--- src/rtl/drum_timing_pkg.sv ---
package drum_timing_pkg;
  localparam int unsigned DEF_BITS_PER_WORD = 32;
  localparam int unsigned DEF_BITS_PER_BYTE = 8;
  localparam int unsigned DEF_WORDS_PER_REV = 1249;

  typedef enum logic {
    TRK_A = 1'b0,
    TRK_B = 1'b1
  } trk_id_e;
endpackage

--- src/rtl/drum_trk_select.sv ---
module drum_trk_select
  import drum_timing_pkg::*;
(
  input  logic clk,
  input  logic rst_n,
  input  logic trk_a_lvl,
  input  logic trk_b_lvl,
  input  logic sel_in,
  input  logic busy,
  input  logic test_inhibit,
  output logic bit_stb,
  output logic tst_out
);
  trk_id_e sel_q, sel_d;
  logic    prev_q, prev_d;
  logic    tst_q, tst_d;
  logic    lvl;

  always_comb begin
    lvl     = (sel_q == TRK_B) ? trk_b_lvl : trk_a_lvl;
    bit_stb = lvl & ~prev_q;
    prev_d  = lvl;
    tst_d   = lvl & ~test_inhibit;
    sel_d   = sel_q;
    if (!busy) sel_d = trk_id_e'(sel_in);
  end

  always_ff @(posedge clk or negedge rst_n) begin
    if (!rst_n) begin
      sel_q  <= TRK_A;
      prev_q <= 1'b0;
      tst_q  <= 1'b0;
    end else begin
      sel_q  <= sel_d;
      prev_q <= prev_d;
      tst_q  <= tst_d;
    end
  end

  assign tst_out = tst_q;
endmodule

--- src/rtl/drum_bit_counter.sv ---
module drum_bit_counter #(
  parameter int unsigned BITS_PER_WORD = drum_timing_pkg::DEF_BITS_PER_WORD,
  parameter int unsigned BITS_PER_BYTE = drum_timing_pkg::DEF_BITS_PER_BYTE
) (
  input  logic clk,
  input  logic rst_n,
  input  logic bit_stb,
  output logic byte_stb,
  output logic word_start,
  output logic word_end
);
  localparam int unsigned CW = $clog2(BITS_PER_WORD);
  localparam logic [CW-1:0] LAST_BIT  = CW'(BITS_PER_WORD - 1);
  localparam logic [CW-1:0] BYTE_MASK = CW'(BITS_PER_BYTE - 1);

  logic [CW-1:0] cnt_q, cnt_d;

  always_comb begin
    byte_stb   = bit_stb && ((cnt_q & BYTE_MASK) == '0);
    word_start = bit_stb && (cnt_q == '0);
    word_end   = bit_stb && (cnt_q == LAST_BIT);
    cnt_d      = cnt_q;
    if (bit_stb) cnt_d = (cnt_q == LAST_BIT) ? '0 : cnt_q + 1'b1;
  end

  always_ff @(posedge clk or negedge rst_n) begin
    if (!rst_n) cnt_q <= '0;
    else        cnt_q <= cnt_d;
  end
endmodule

--- src/rtl/drum_word_counter.sv ---
module drum_word_counter #(
  parameter int unsigned WORDS_PER_REV = drum_timing_pkg::DEF_WORDS_PER_REV,
  parameter int unsigned WW            = $clog2(WORDS_PER_REV)
) (
  input  logic          clk,
  input  logic          rst_n,
  input  logic          word_start,
  input  logic          word_end,
  output logic          rev_stb,
  output logic [WW-1:0] word_cnt
);
  localparam logic [WW-1:0] LAST_WORD = WW'(WORDS_PER_REV - 1);

  logic [WW-1:0] wcnt_q, wcnt_d;

  always_comb begin
    rev_stb = word_start && (wcnt_q == '0);
    wcnt_d  = wcnt_q;
    if (word_end) wcnt_d = (wcnt_q == LAST_WORD) ? '0 : wcnt_q + 1'b1;
  end

  always_ff @(posedge clk or negedge rst_n) begin
    if (!rst_n) wcnt_q <= '0;
    else        wcnt_q <= wcnt_d;
  end

  assign word_cnt = wcnt_q;
endmodule

--- src/rtl/drum_timing_gen.sv ---
module drum_timing_gen #(
  parameter int unsigned BITS_PER_WORD = drum_timing_pkg::DEF_BITS_PER_WORD,
  parameter int unsigned BITS_PER_BYTE = drum_timing_pkg::DEF_BITS_PER_BYTE,
  parameter int unsigned WORDS_PER_REV = drum_timing_pkg::DEF_WORDS_PER_REV,
  parameter int unsigned WW            = $clog2(WORDS_PER_REV)
) (
  input  logic          clk,
  input  logic          rst_n,
  input  logic          trk_a_lvl,
  input  logic          trk_b_lvl,
  input  logic          trk_sel,
  input  logic          busy,
  input  logic          test_inhibit,
  output logic          bit_clk_tst,
  output logic          byte_clk,
  output logic          word_clk,
  output logic          tach_pulse,
  output logic [WW-1:0] word_index
);
  logic [1:0] rst_sync_q;
  logic       rst_int_n;
  logic       bit_stb, byte_stb, word_start, word_end, rev_stb;
  logic       byte_q, word_q, tach_q;

  // asynchronous assert, synchronous release
  always_ff @(posedge clk or negedge rst_n) begin
    if (!rst_n) rst_sync_q <= 2'b00;
    else        rst_sync_q <= {rst_sync_q[0], 1'b1};
  end
  assign rst_int_n = rst_sync_q[1];

  drum_trk_select u_sel (
    .clk          (clk),
    .rst_n        (rst_int_n),
    .trk_a_lvl    (trk_a_lvl),
    .trk_b_lvl    (trk_b_lvl),
    .sel_in       (trk_sel),
    .busy         (busy),
    .test_inhibit (test_inhibit),
    .bit_stb      (bit_stb),
    .tst_out      (bit_clk_tst)
  );

  drum_bit_counter #(
    .BITS_PER_WORD (BITS_PER_WORD),
    .BITS_PER_BYTE (BITS_PER_BYTE)
  ) u_bits (
    .clk        (clk),
    .rst_n      (rst_int_n),
    .bit_stb    (bit_stb),
    .byte_stb   (byte_stb),
    .word_start (word_start),
    .word_end   (word_end)
  );

  drum_word_counter #(
    .WORDS_PER_REV (WORDS_PER_REV),
    .WW            (WW)
  ) u_words (
    .clk        (clk),
    .rst_n      (rst_int_n),
    .word_start (word_start),
    .word_end   (word_end),
    .rev_stb    (rev_stb),
    .word_cnt   (word_index)
  );

  always_ff @(posedge clk or negedge rst_int_n) begin
    if (!rst_int_n) begin
      byte_q <= 1'b0;
      word_q <= 1'b0;
      tach_q <= 1'b0;
    end else begin
      byte_q <= byte_stb;
      word_q <= word_start;
      tach_q <= rev_stb;
    end
  end

  assign byte_clk   = byte_q;
  assign word_clk   = word_q;
  assign tach_pulse = tach_q;
endmodule

--- config.mk ---
export PLATFORM = sky130hd
export DESIGN_NAME = drum_timing_gen
export DESIGN_NICKNAME = d
export VERILOG_FILES = /design/src/rtl/drum_timing_pkg.sv /design/src/rtl/drum_trk_select.sv /design/src/rtl/drum_bit_counter.sv /design/src/rtl/drum_word_counter.sv /design/src/rtl/drum_timing_gen.sv
export SDC_FILE = /design/constraint.sdc
export NUM_CORES = 1
export LEC_CHECK = 0
export BUFFER_PORTS_ARGS = -buffer_cell sky130_fd_sc_hd__buf_4
export CELL_PAD_IN_SITES_DETAIL_PLACEMENT = 1
export CELL_PAD_IN_SITES_GLOBAL_PLACEMENT = 2
export CORE_AREA = 2 2 59 61
export CTS_CLUSTER_SIZE = 14
export DETAILED_ROUTE_END_ITERATION = 6
export DIE_AREA = 0 0 61 63
export GPL_TIMING_DRIVEN = 0
export MAX_ROUTING_LAYER = met4
export PLACE_DENSITY = 0.86
export SKIP_LAST_GASP = 1
export SYNTH_ARGS = -nofsm -noshare
export SYNTH_HDL_FRONTEND = slang
export SYNTH_SLANG_ARGS = --single-unit
--- constraint.sdc ---
create_clock -name clk -period 1.87 [get_ports clk]
set_input_delay 0.2805 -clock clk [delete_from_list [all_inputs] [get_ports clk]]
set_output_delay 0.2805 -clock clk [all_outputs]
set_load 0.05 [all_outputs]
==> results.json, run 1 <==
{
  "status": "finished, violations left",
  "violations": "setup timing",
  "worstReg2RegEnd": "u_words.word_cnt[7]",
  "grt_max_degree": 23,
  "crit_path_start": "u_bits.cnt_q[1]",
  "endpoint": "u_words.word_cnt[7]",
  "synth.net_count": 117,
  "yosysWarnings": 0,
  "cts_tree": "yes",
  "synth.distinct_cells": 26,
  "fin_util_pct": 46.3,
  "area_growth_syn_to_layout_pct": 35.9,
  "ir_drop_mv": 0.362,
  "hold_class": "input port to register",
  "drt_first_pass_iters": 4,
  "dieHeight_um": 63,
  "whs_ps": 82.4,
  "clk_pin_slew_ps": 140,
  "min_period_ps": 1970,
  "wire_per_inst_um": 13.8,
  "critPathMaxFanout": 3,
  "required_ps": 2140,
  "coreArea_um2": 3230,
  "regToRegStartpoint": "u_bits.cnt_q[1]",
  "mappedNetlistArea_um2": 1100,
  "initial_core_util_pct": 34.1,
  "fin_crit_sh_pct": 106,
  "finalSetupViolCount": 3,
  "vias": 871,
  "clockBufferDepth": 2,
  "power.density_nw_per_um2": 937,
  "worst_pin_slew_ps": 873,
  "ff2ff_path_depth": 7,
  "relSlewSlack_pct": 41.8,
  "ff2ff_setup_slack_ps": -100,
  "rsz0062_at_grt": "true",
  "root_buffer": "clkbuf_4",
  "numCtsBuffers": 3,
  "ctsHtreeMaxLevel": 1,
  "endpoint_kind": "register",
  "routed_wl_um": 2540,
  "grt_use_total_pct": 15.4,
  "grt-ovfl-total": 0,
  "drt_iter0_markers": 19,
  "cp_data_arrival_time_ps": 2240,
  "vias_per_cell": 4.73,
  "routabilityCongestion": 0.805,
  "synth_area_per_cell_um2": 10.5,
  "nFillCells": 372,
  "fin_ws_ps": -105,
  "final_common_cell": "buf_4",
  "clock_skew_ps": 3.48,
  "fin_nets": 151,
  "row_count": 21,
  "cts.sinks": 24,
  "diodes": 0,
  "die_x_um": 61,
  "antenna_found_initial": 0,
  "mostFrequentLayoutCells": "buf_4 (28), dfrtp_1 (24), inv_1 (8), nand2_1 (8), o21ai_0 (7)",
  "drcViolationCount": 0,
  "io_pins": 22,
  "port_buffers": 21,
  "path_class": "register to register",
  "synthCells": 105,
  "fmax_ghz": 0.506,
  "synth_seq_cells": 24,
  "grt_pass1_vias": 927,
  "synth_ff_type": "dfrtp_1",
  "start_kind": "register",
  "antenna_left": 0,
  "p_leak_nw": 0.667,
  "async_flop_share_pct": 100,
  "clock_latency_ps": 320,
  "hold_violations": 0,
  "dp_hpwl_um": 1830,
  "maxSlewViolCount": 0,
  "ys_seq_area_share_pct": 54.5,
  "drv_cap": 0,
  "whs_path_depth": 2,
  "die_area_um2": 3840,
  "drive_gt1_share_pct": 34.1,
  "synth_edf_count": 0,
  "grt_pass1_wl_um": 4310,
  "dp_slack_ps": -188
}
==> Yosys cell counts, types with 2 or more instances <==
| master | number | share of area, % |
|---|---|---|
| dfrtp_1 | 24 | 54 |
| inv_1 | 8 | 2.7 |
| nand2_1 | 8 | 2.7 |
| nor2_1 | 7 | 2.4 |
| o21ai_0 | 7 | 3.2 |
| nand3_1 | 6 | 2.7 |
| ha_1 | 5 | 5.7 |
| xnor2_1 | 5 | 4.0 |
| nor3_1 | 4 | 1.8 |
| or3_1 | 4 | 2.3 |
| a21oi_1 | 3 | 1.4 |
| nor4_1 | 3 | 1.7 |
| xor2_1 | 3 | 2.4 |
| and3_1 | 2 | 1.1 |
| mux2_2 | 2 | 2.0 |
| nand3b_1 | 2 | 1.4 |
| nor2b_1 | 2 | 1.1 |
| or4_1 | 2 | 1.4 |
==> critical path, stage by stage, from the launching register on <==
cell,delay [ps]
dfrtp_1,390
ha_2,190
and3_4,190
ha_4,130
nand3b_1,90
or4_4,450
or3_4,350
a21oi_2,130
==> metrics by stage <==
step	power (mW)	cells	instance area [um^2]	TNS [ps]
3_5_place_dp	0.986	172	1340	-188
3_3_place_gp	0.965	172	1340	-103
4_1_cts	1.40	180	1450	-241
6_report	1.40	184	1500	-253
2_1_floorplan	0.884	105	1130	-8.54
5_1_grt	1.49	184	1500	-754
==> layout make-up <==
cell class                      count  area [um^2]  area share [%]
Clock buffer                        3         22.5            1.50
Clock inverter                      1         30.0            2.01
Inverter                            8         30.0            2.01
Multi-Input combinational cell     73          537            35.8
Sequential cell                    24          601            40.1
Tap cell                           46         57.6            3.84
Timing Repair Buffer               29          220            14.7
==> how the worst min path moves through the flow <==
stage                      start            end  slack (ps)
finish              test_inhibit  u_sel.tst_out          80
global route        test_inhibit  u_sel.tst_out          70
CTS                 test_inhibit  u_sel.tst_out          80
detailed placement         rst_n  rst_sync_q[0]          60
global placement           rst_n  rst_sync_q[0]          60
floorplan                  rst_n  rst_sync_q[0]         -20
==> power breakdown <==
| group | internal, mW | leakage (nW) | switching [mW] |
|---|---|---|---|
| sequential | 0.594 | 0.302 | 0.0893 |
| clock | 0.217 | 0.0279 | 0.171 |
| combinational | 0.157 | 0.336 | 0.175 |
| total | 0.968 | 0.667 | 0.436 |
==> logic make-up after synthesis <==
group / count (synthesis) / share of synthesized area (%)
compound gates: 11 / 5.22
simple gates: 45 / 22.2
xor+xnor: 8 / 6.36
flops: 24 / 54.5
other cells: 1 / 0.340
mux: 3 / 2.95
buf+inv: 8 / 2.72
fa+ha+maj: 5 / 5.68
==> layer usage <==
| metal | vias to the layer above | part of all wire, % | track usage, % |
|---|---|---|---|
| met5 | - | 0 | - |
| li1 | 425 | - | - |
| met4 | 0 | 1.2 | 4.89 |
| met1 | 421 | 46 | 21.2 |
| met3 | 4 | 3.5 | 2.48 |
| met2 | 21 | 49 | 23.1 |
==> registers in the layout (all words and copies together) (netlist names) <==
signal	cells
u_sel.tst_out	1
byte_clk	1
u_bits.cnt_q	5
tach_pulse	1
u_sel.sel_q	1
u_sel.prev_q	1
u_words.word_cnt	11
rst_sync_q	2
word_clk	1
==> repair_timing <==
action,in CTS,in global routing
endpoints found under the setup margin,5,7
resized for setup,5,4
hold buffers,1,0
setup buffers,3,4
hold endpoints to repair,2,0
cloned,0,0
pin swaps,1,0
Note: power is estimated with default switching activity, not from simulation.
==> run 2: changes to the inputs <==
--- a/config.mk
+++ b/config.mk
@@ -14,8 +14,9 @@
 export DIE_AREA = 0 0 61 63
 export GPL_TIMING_DRIVEN = 0
 export MAX_ROUTING_LAYER = met4
-export PLACE_DENSITY = 0.86
+export PLACE_DENSITY = 0.87
 export SKIP_LAST_GASP = 1
 export SYNTH_ARGS = -nofsm -noshare
 export SYNTH_HDL_FRONTEND = slang
+export SYNTH_HIERARCHICAL = 1
 export SYNTH_SLANG_ARGS = --single-unit
==> constraint.sdc (replaced) <==
create_clock -name clk -period 1.87 [get_ports clk]
set_input_delay 0.2805 -clock clk [delete_from_list [all_inputs] [get_ports clk]]
set_output_delay 0.2805 -clock clk [all_outputs]
set_load 0.02 [all_outputs]
==> results.json, run 2 <==
{
  "grt_max_degree": 23,
  "area_growth_syn_to_layout_pct": 35.6,
  "synth.distinct_cells": 37,
  "cp_data_arrival_time_ps": 2090,
  "drt_first_pass_iters": 2,
  "vias_per_cell": 4.97,
  "path_class": "register to register",
  "p_leak_nw": 0.744,
  "synth_area_per_cell_um2": 11.7,
  "hold_class": "input port to register",
  "root_buffer": "clkbuf_4",
  "numCtsBuffers": 3,
  "fin_crit_sh_pct": 99.7,
  "cts.sinks": 24,
  "initial_core_util_pct": 35.8,
  "routabilityCongestion": 0.775,
  "mappedNetlistArea_um2": 1160,
  "required_ps": 2100,
  "synth_most_common_cell": "dfrtp_1",
  "nFillCells": 358,
  "total_power_mw": 1.31,
  "die_x_um": 61,
  "synth_edf_count": 0,
  "fmax_ghz": 0.536,
  "met3_length_um": 70,
  "port_buffers": 21,
  "rsz0062_at_grt": "true",
  "antenna_left": 0,
  "synth_ff_type": "dfrtp_1",
  "grt_use_total_pct": 14.4,
  "grt_pass1_wl_um": 4020,
  "tns_ps": 0,
  "slowest_stage": "dfrtp_1",
  "mostFrequentLayoutCells": "buf_4 (34), dfrtp_1 (24), inv_1 (6), o21ai_0 (5), nand3_1 (5)",
  "dp_hpwl_um": 1740,
  "clk_pin_slew_ps": 130,
  "synth.net_count": 111,
  "drive_gt1_share_pct": 45.7,
  "finalSetupViolCount": 0,
  "synth_seq_cells": 24,
  "routed.top_layer": "met4",
  "worst_path_largest_cell_delay_ps": 380,
  "cts_tree": "yes",
  "antenna_found_initial": 0,
  "ys_seq_area_share_pct": 51.9,
  "power.density_nw_per_um2": 836,
  "drv_cap": 0,
  "routed_wl_um": 2550,
  "worst_pin_slew_ps": 892,
  "synthTopCellsByCount": "dfrtp_1 (24), inv_1 (6), nand3_1 (6), o21ai_0 (6), ha_1 (5)",
  "fin_nets": 151,
  "endpoint_kind": "register",
  "path_cells": "ha_2 > and3_4 > ha_4 > and2_4 > nand4_1 > o21ai_2 > a21oi_2 > a211o_1",
  "final_common_cell": "buf_4",
  "start_kind": "register",
  "die_area_um2": 3840,
  "clock_skew_ps": 1.39,
  "largest_reg_flops": 11,
  "m1WireLength_um": 1100,
  "seq_area_um2": 601,
  "drt_iter0_markers": 13,
  "drcViolationCount": 0,
  "diodes": 0,
  "io_pins": 22,
  "row_count": 21,
  "place_area_um2": 1390,
  "ctsHtreeMaxLevel": 1,
  "synth_top_cell_by_area": "dfrtp_1",
  "yosysTopAreaCellShare_pct": 51.9,
  "status": "complete, no violations",
  "grt-ovfl-total": 0,
  "synthCells": 99,
  "multiInputGateArea_um2": 561,
  "met2WireLength_um": 1320,
  "dieHeight_um": 63,
  "async_flop_share_pct": 100,
  "wire_per_inst_um": 13.9,
  "design_area_um2": 1570,
  "hold_violations": 0,
  "clockBufferDepth": 2,
  "grt_pass1_vias": 894,
  "ir_drop_mv": 0.400,
  "maxSlewViolCount": 0,
  "critPathMaxFanout": 4,
  "synthTopCellsByArea": "dfrtp_1 (52%), ha_1 (5.4%), xnor2_1 (3.0%)",
  "coreArea_um2": 3230,
  "yosysWarnings": 6,
  "min_period_ps": 1860,
  "clock_latency_ps": 320,
  "vias": 914,
  "relSlewSlack_pct": 40.6
}
-- run 2: changes by cell type after synthesis, sizes merged, moves of 3 or more --
cell / change
nor3: -4
a31oi: +4
nor2: -3
or3: -4
nand4: +3
nand2: -5
-- run 2: worst max-delay path: cells and delay by family (launching register included) --
kind                       cells  cell delay (ps)
DFF                            1              380
and+or+nand+nor                3              570
adders and majority gates      2              330
AOI/OAI and AO/OA              3              490
-- run 2: logic make-up (layout without fill, tap and decap cells) --
kind of cell	after synthesis	count (layout)	synth area share, %
and+or+nand+nor	35	35	22.2
xor gates and xnor gates	6	6	4.54
buffers and inverters	9	48	3.67
AOI/OAI and AO/OA	16	16	9.19
other	1	1	0.324
muxes	3	3	2.81
DFF	24	24	51.9
adders and majority gates	5	5	5.41
-- run 2: routing by layer --
layer  GRT usage [%]  vias up
li1                -      432
met1            18.2      459
met2            22.6       19
met3            1.24        4
met4            7.34        0
met5               -        -
-- run 2: final timing paths --
check,startpoint,to,slack (ps),depth (start not counted)
setup / recovery,u_bits/cnt_q[0],u_words/word_cnt[7],6,8
hold / removal,test_inhibit,u_sel/tst_out,80,2
setup reg to reg,u_bits/cnt_q[0],u_words/word_cnt[7],6,8
hold reg to reg,rst_sync_q[1],u_words/word_cnt[2],380,0
max in group asynchronous,rst_sync_q[1],u_bits/cnt_q[4],950,0
min in group asynchronous,rst_n,rst_sync_q[1],240,2
-- run 2: layout make-up --
type,count,share of cell area (%)
buffer,3,1.67
clock buffer,4,2.31
inverter,6,1.44
multi-input combinational,66,35.7
sequential,24,38.3
tap,46,3.67
timing repair buffer,35,16.9
-- run 2: through the flow --
stage | cells | hold WS [ps] | setup WS, ps | utilization, %
final | 184 | 82.3 | 5.72 | 48.5
after global routing | 184 | 62.7 | -110 | 48.5
after CTS | 174 | 71.2 | 13.9 | 45.6
after detailed placement | 166 | 64.1 | -133 | 43.0
after global placement | 166 | 62.5 | -83.1 | 43.0
after floorplan | 99 | -15.1 | 5.22 | -
-- run 2: timing repair --
| item | CTS | global route |
|---|---|---|
| gates resized for setup | 5 | 5 |
| endpoints found under the setup margin | 5 | 5 |
| setup buffers | 3 | 10 |
| hold buffers | 1 | 0 |
| hold endpoints to repair | 2 | 0 |
| pin swaps | 1 | 5 |
-- run 2: report_power, final --
| group | switching [mW] | total [mW] | internal [mW] |
|---|---|---|---|
| combinational | 0.165 | 0.368 | 0.203 |
| clock | 0.165 | 0.284 | 0.119 |
| sequential | 0.0777 | 0.660 | 0.582 |
| total | 0.407 | 1.31 | 0.905 |
==> run 3: changes to the inputs <==
--- a/config.mk
+++ b/config.mk
@@ -5,18 +5,16 @@
 export SDC_FILE = /design/constraint.sdc
 export NUM_CORES = 1
 export LEC_CHECK = 0
+export ABC_AREA = 1
 export BUFFER_PORTS_ARGS = -buffer_cell sky130_fd_sc_hd__buf_4
-export CELL_PAD_IN_SITES_DETAIL_PLACEMENT = 1
-export CELL_PAD_IN_SITES_GLOBAL_PLACEMENT = 2
-export CORE_AREA = 2 2 59 61
+export CORE_AREA = 2 2 57 59
 export CTS_CLUSTER_SIZE = 14
 export DETAILED_ROUTE_END_ITERATION = 6
-export DIE_AREA = 0 0 61 63
+export DIE_AREA = 0 0 59 61
 export GPL_TIMING_DRIVEN = 0
 export MAX_ROUTING_LAYER = met4
-export PLACE_DENSITY = 0.87
+export PLACE_DENSITY = 0.71
 export SKIP_LAST_GASP = 1
 export SYNTH_ARGS = -nofsm -noshare
 export SYNTH_HDL_FRONTEND = slang
-export SYNTH_HIERARCHICAL = 1
 export SYNTH_SLANG_ARGS = --single-unit
==> results.json, run 3 <==
{
  "status": "complete, no violations",
  "hold_violations": 0,
  "vias": 1068,
  "grt_max_degree": 23,
  "clock_skew_ps": 10.0,
  "p_seq_share_pct": 46.3,
  "routed_wl_um": 2440,
  "antenna_left": 0,
  "finalSetupViolCount": 0,
  "start_kind": "register",
  "critPathBufInv": 2,
  "drv_cap": 0,
  "dp_hpwl_um": 1860,
  "fin_crit_sh_pct": 88.1,
  "fmax_ghz": 0.607,
  "worst_pin_slew_ps": 855,
  "routabilityCongestion": 0.777,
  "port_buffers": 21,
  "wire_per_inst_um": 11.3,
  "yosysWarnings": 0,
  "maxSlewViolCount": 0,
  "multiInputGateArea_um2": 547,
  "path_class": "register to register",
  "design_area_um2": 1500,
  "clockBufferDepth": 2,
  "root_buffer": "clkbuf_4",
  "coreArea_um2": 2950,
  "cts.sinks": 24,
  "p_leak_nw": 0.799,
  "relSlewSlack_pct": 43.0,
  "clock_latency_ps": 310,
  "drive_gt1_share_pct": 16.8,
  "crit_family": "flip-flops",
  "fin_util_pct": 50.8,
  "ff2ff_setup_slack_ps": 220,
  "hold_class": "input port to register",
  "seq_area_um2": 601,
  "ff2ff_path_depth": 9,
  "synthCells": 159,
  "clk_pin_slew_ps": 130,
  "power.density_nw_per_um2": 1140,
  "die_area_um2": 3600,
  "synthTopCellsByCount": "nand2_1 (31), inv_1 (28), dfrtp_1 (24)",
  "place_area_um2": 1470,
  "die_x_um": 59,
  "drcViolationCount": 0,
  "diodes": 0,
  "synth_top_cell_by_area": "dfrtp_1",
  "grt_pass1_vias": 1027,
  "min_period_ps": 1650,
  "mappedNetlistArea_um2": 1270,
  "nFillCells": 286,
  "rsz0062_at_grt": "false",
  "io_pins": 22,
  "mostFrequentLayoutCells": "nand2_1 (31), inv_1 (28), dfrtp_1 (24), buf_4 (21), nor2_1 (20)",
  "post_cts_resize_count": 0,
  "total_power_mw": 1.71,
  "synth_seq_cells": 24,
  "cpMostUsedCell": "ha_1",
  "post_cts_buffers": 0,
  "worstReg2RegEnd": "u_words.word_cnt[2]",
  "hp-start": "test_inhibit",
  "synth_ff_type": "dfrtp_1",
  "ir_drop_mv": 0.454,
  "area_growth_syn_to_layout_pct": 18.3,
  "synthTopCellsByArea": "dfrtp_1 (47%), nand2_1 (9.2%), inv_1 (8.3%)",
  "slowest_stage": "dfrtp_1",
  "yosysTopAreaCellShare_pct": 47.4,
  "ctsHoldBuffers": 1,
  "critPathMaxFanout": 10,
  "endpoint_kind": "register",
  "synth_area_per_cell_um2": 7.97,
  "grt_use_total_pct": 16.0,
  "p_clk_share_pct": 12.7,
  "async_flop_share_pct": 100,
  "numCtsBuffers": 3,
  "drt_first_pass_iters": 4,
  "synth_edf_count": 0,
  "swShare_pct": 42.2,
  "ys_seq_area_share_pct": 47.4,
  "largest_reg_flops": 11,
  "row_count": 20,
  "vias_per_cell": 4.92,
  "p_sw_mw": 0.719,
  "dieHeight_um": 61,
  "whs_path_depth": 2,
  "regToRegStartpoint": "u_bits.cnt_q[0]",
  "p_int_mw": 0.987,
  "worst_path_largest_cell_delay_ps": 420,
  "synth.net_count": 171,
  "ctsHtreeMaxLevel": 1,
  "fin_nets": 198,
  "whs_endpoint": "u_sel.tst_out",
  "grt-ovfl-total": 0,
  "grt_pass1_wl_um": 4330,
  "path_cells": "ha_1 > nand2_1 > nor2_1 > ha_1 > inv_1 > nor2_8 > buf_6 > nand3_1 > o21ai_0",
  "antenna_found_initial": 0,
  "comb_power_share_pct": 41.0,
  "required_ps": 2070,
  "cp_data_arrival_time_ps": 1840,
  "synth.distinct_cells": 19,
  "tns_ps": 0,
  "synth_most_common_cell": "nand2_1",
  "initial_core_util_pct": 42.9,
  "final_common_cell": "nand2_1",
  "drt_iter0_markers": 48,
  "cts_tree": "yes"
}
## run 3: changes by cell type after synthesis, sizes merged, moves of 4 or more
cell	delta
nor2	+18
xnor2	-4
nand3	+11
a31oi	-4
nand2	+29
nor3	+5
inv	+23
o21ai	+4
and3	-4
## run 3: stage by stage
step	setup slack (ps)	hold slack [ps]	std cells
after floorplan	384	-15.1	159
after global placement	297	63.0	213
after detailed placement	247	64.2	213
after CTS	226	80.8	217
after global routing	89.2	83.8	217
final	223	96.3	217
## run 3: cells by family after synthesis
| logic type | synth area share [%] |
|---|---|
| AND/OR/NAND/NOR | 30.7 |
| buffers and inverters | 9.48 |
| flip-flops | 47.4 |
| AO/OA/AOI/OAI | 5.82 |
| adder cells (fa/ha/maj) | 4.94 |
| XOR/XNOR | 1.38 |
| other | 0.296 |
## run 3: metal layers
metal	share of wire, %	vias to the layer above	track usage, %
met5	0	-	-
met4	0.25	0	3.90
met2	49	21	26.3
met3	3.0	2	1.92
met1	48	493	21.0
li1	-	552	-
## run 3: power groups by stage
| stage | sequential [mW] | clock, mW | combinational (mW) |
|---|---|---|---|
| 2_1_floorplan | 0.869 | 0 | 0.377 |
| 3_3_place_gp | 0.794 | 0 | 0.668 |
| 3_5_place_dp | 0.803 | 0 | 0.695 |
| 4_1_cts | 0.793 | 0.234 | 0.700 |
| 5_1_grt | 0.812 | 0.250 | 0.800 |
| 6_report | 0.790 | 0.217 | 0.699 |
## run 3: worst max path at each step
stage	start	endpoint	slack, ps	depth (start not counted)
finish	u_bits.cnt_q[0]	u_words.word_cnt[2]	220	9
global route	u_bits.cnt_q[0]	u_words.word_cnt[1]	90	9
CTS	u_bits.cnt_q[0]	u_words.word_cnt[2]	230	9
detailed placement	u_bits.cnt_q[0]	u_words.word_cnt[2]	250	9
global placement	u_bits.cnt_q[0]	u_words.word_cnt[2]	300	9
floorplan	u_bits.cnt_q[0]	u_words.word_cnt[0]	380	9
## run 3: worst register-to-register path, delay by kind of cell, from the launching register on
family	cells	cell delay, ps
AOI/OAI and AO/OA	1	100
adders and majority gates	2	410
buffers and inverters	2	320
DFF	1	420
and+or+nand+nor	4	290
## run 3: layout make-up
cell class                 instances  share of cell area, %
sequential                        24                   40.1
multi-input combinational        105                   36.5
timing repair buffer              22                   11.2
inverter                          29                   7.26
tap                               33                   2.75
clock buffer                       3                   1.50
buffer                             1                  0.751
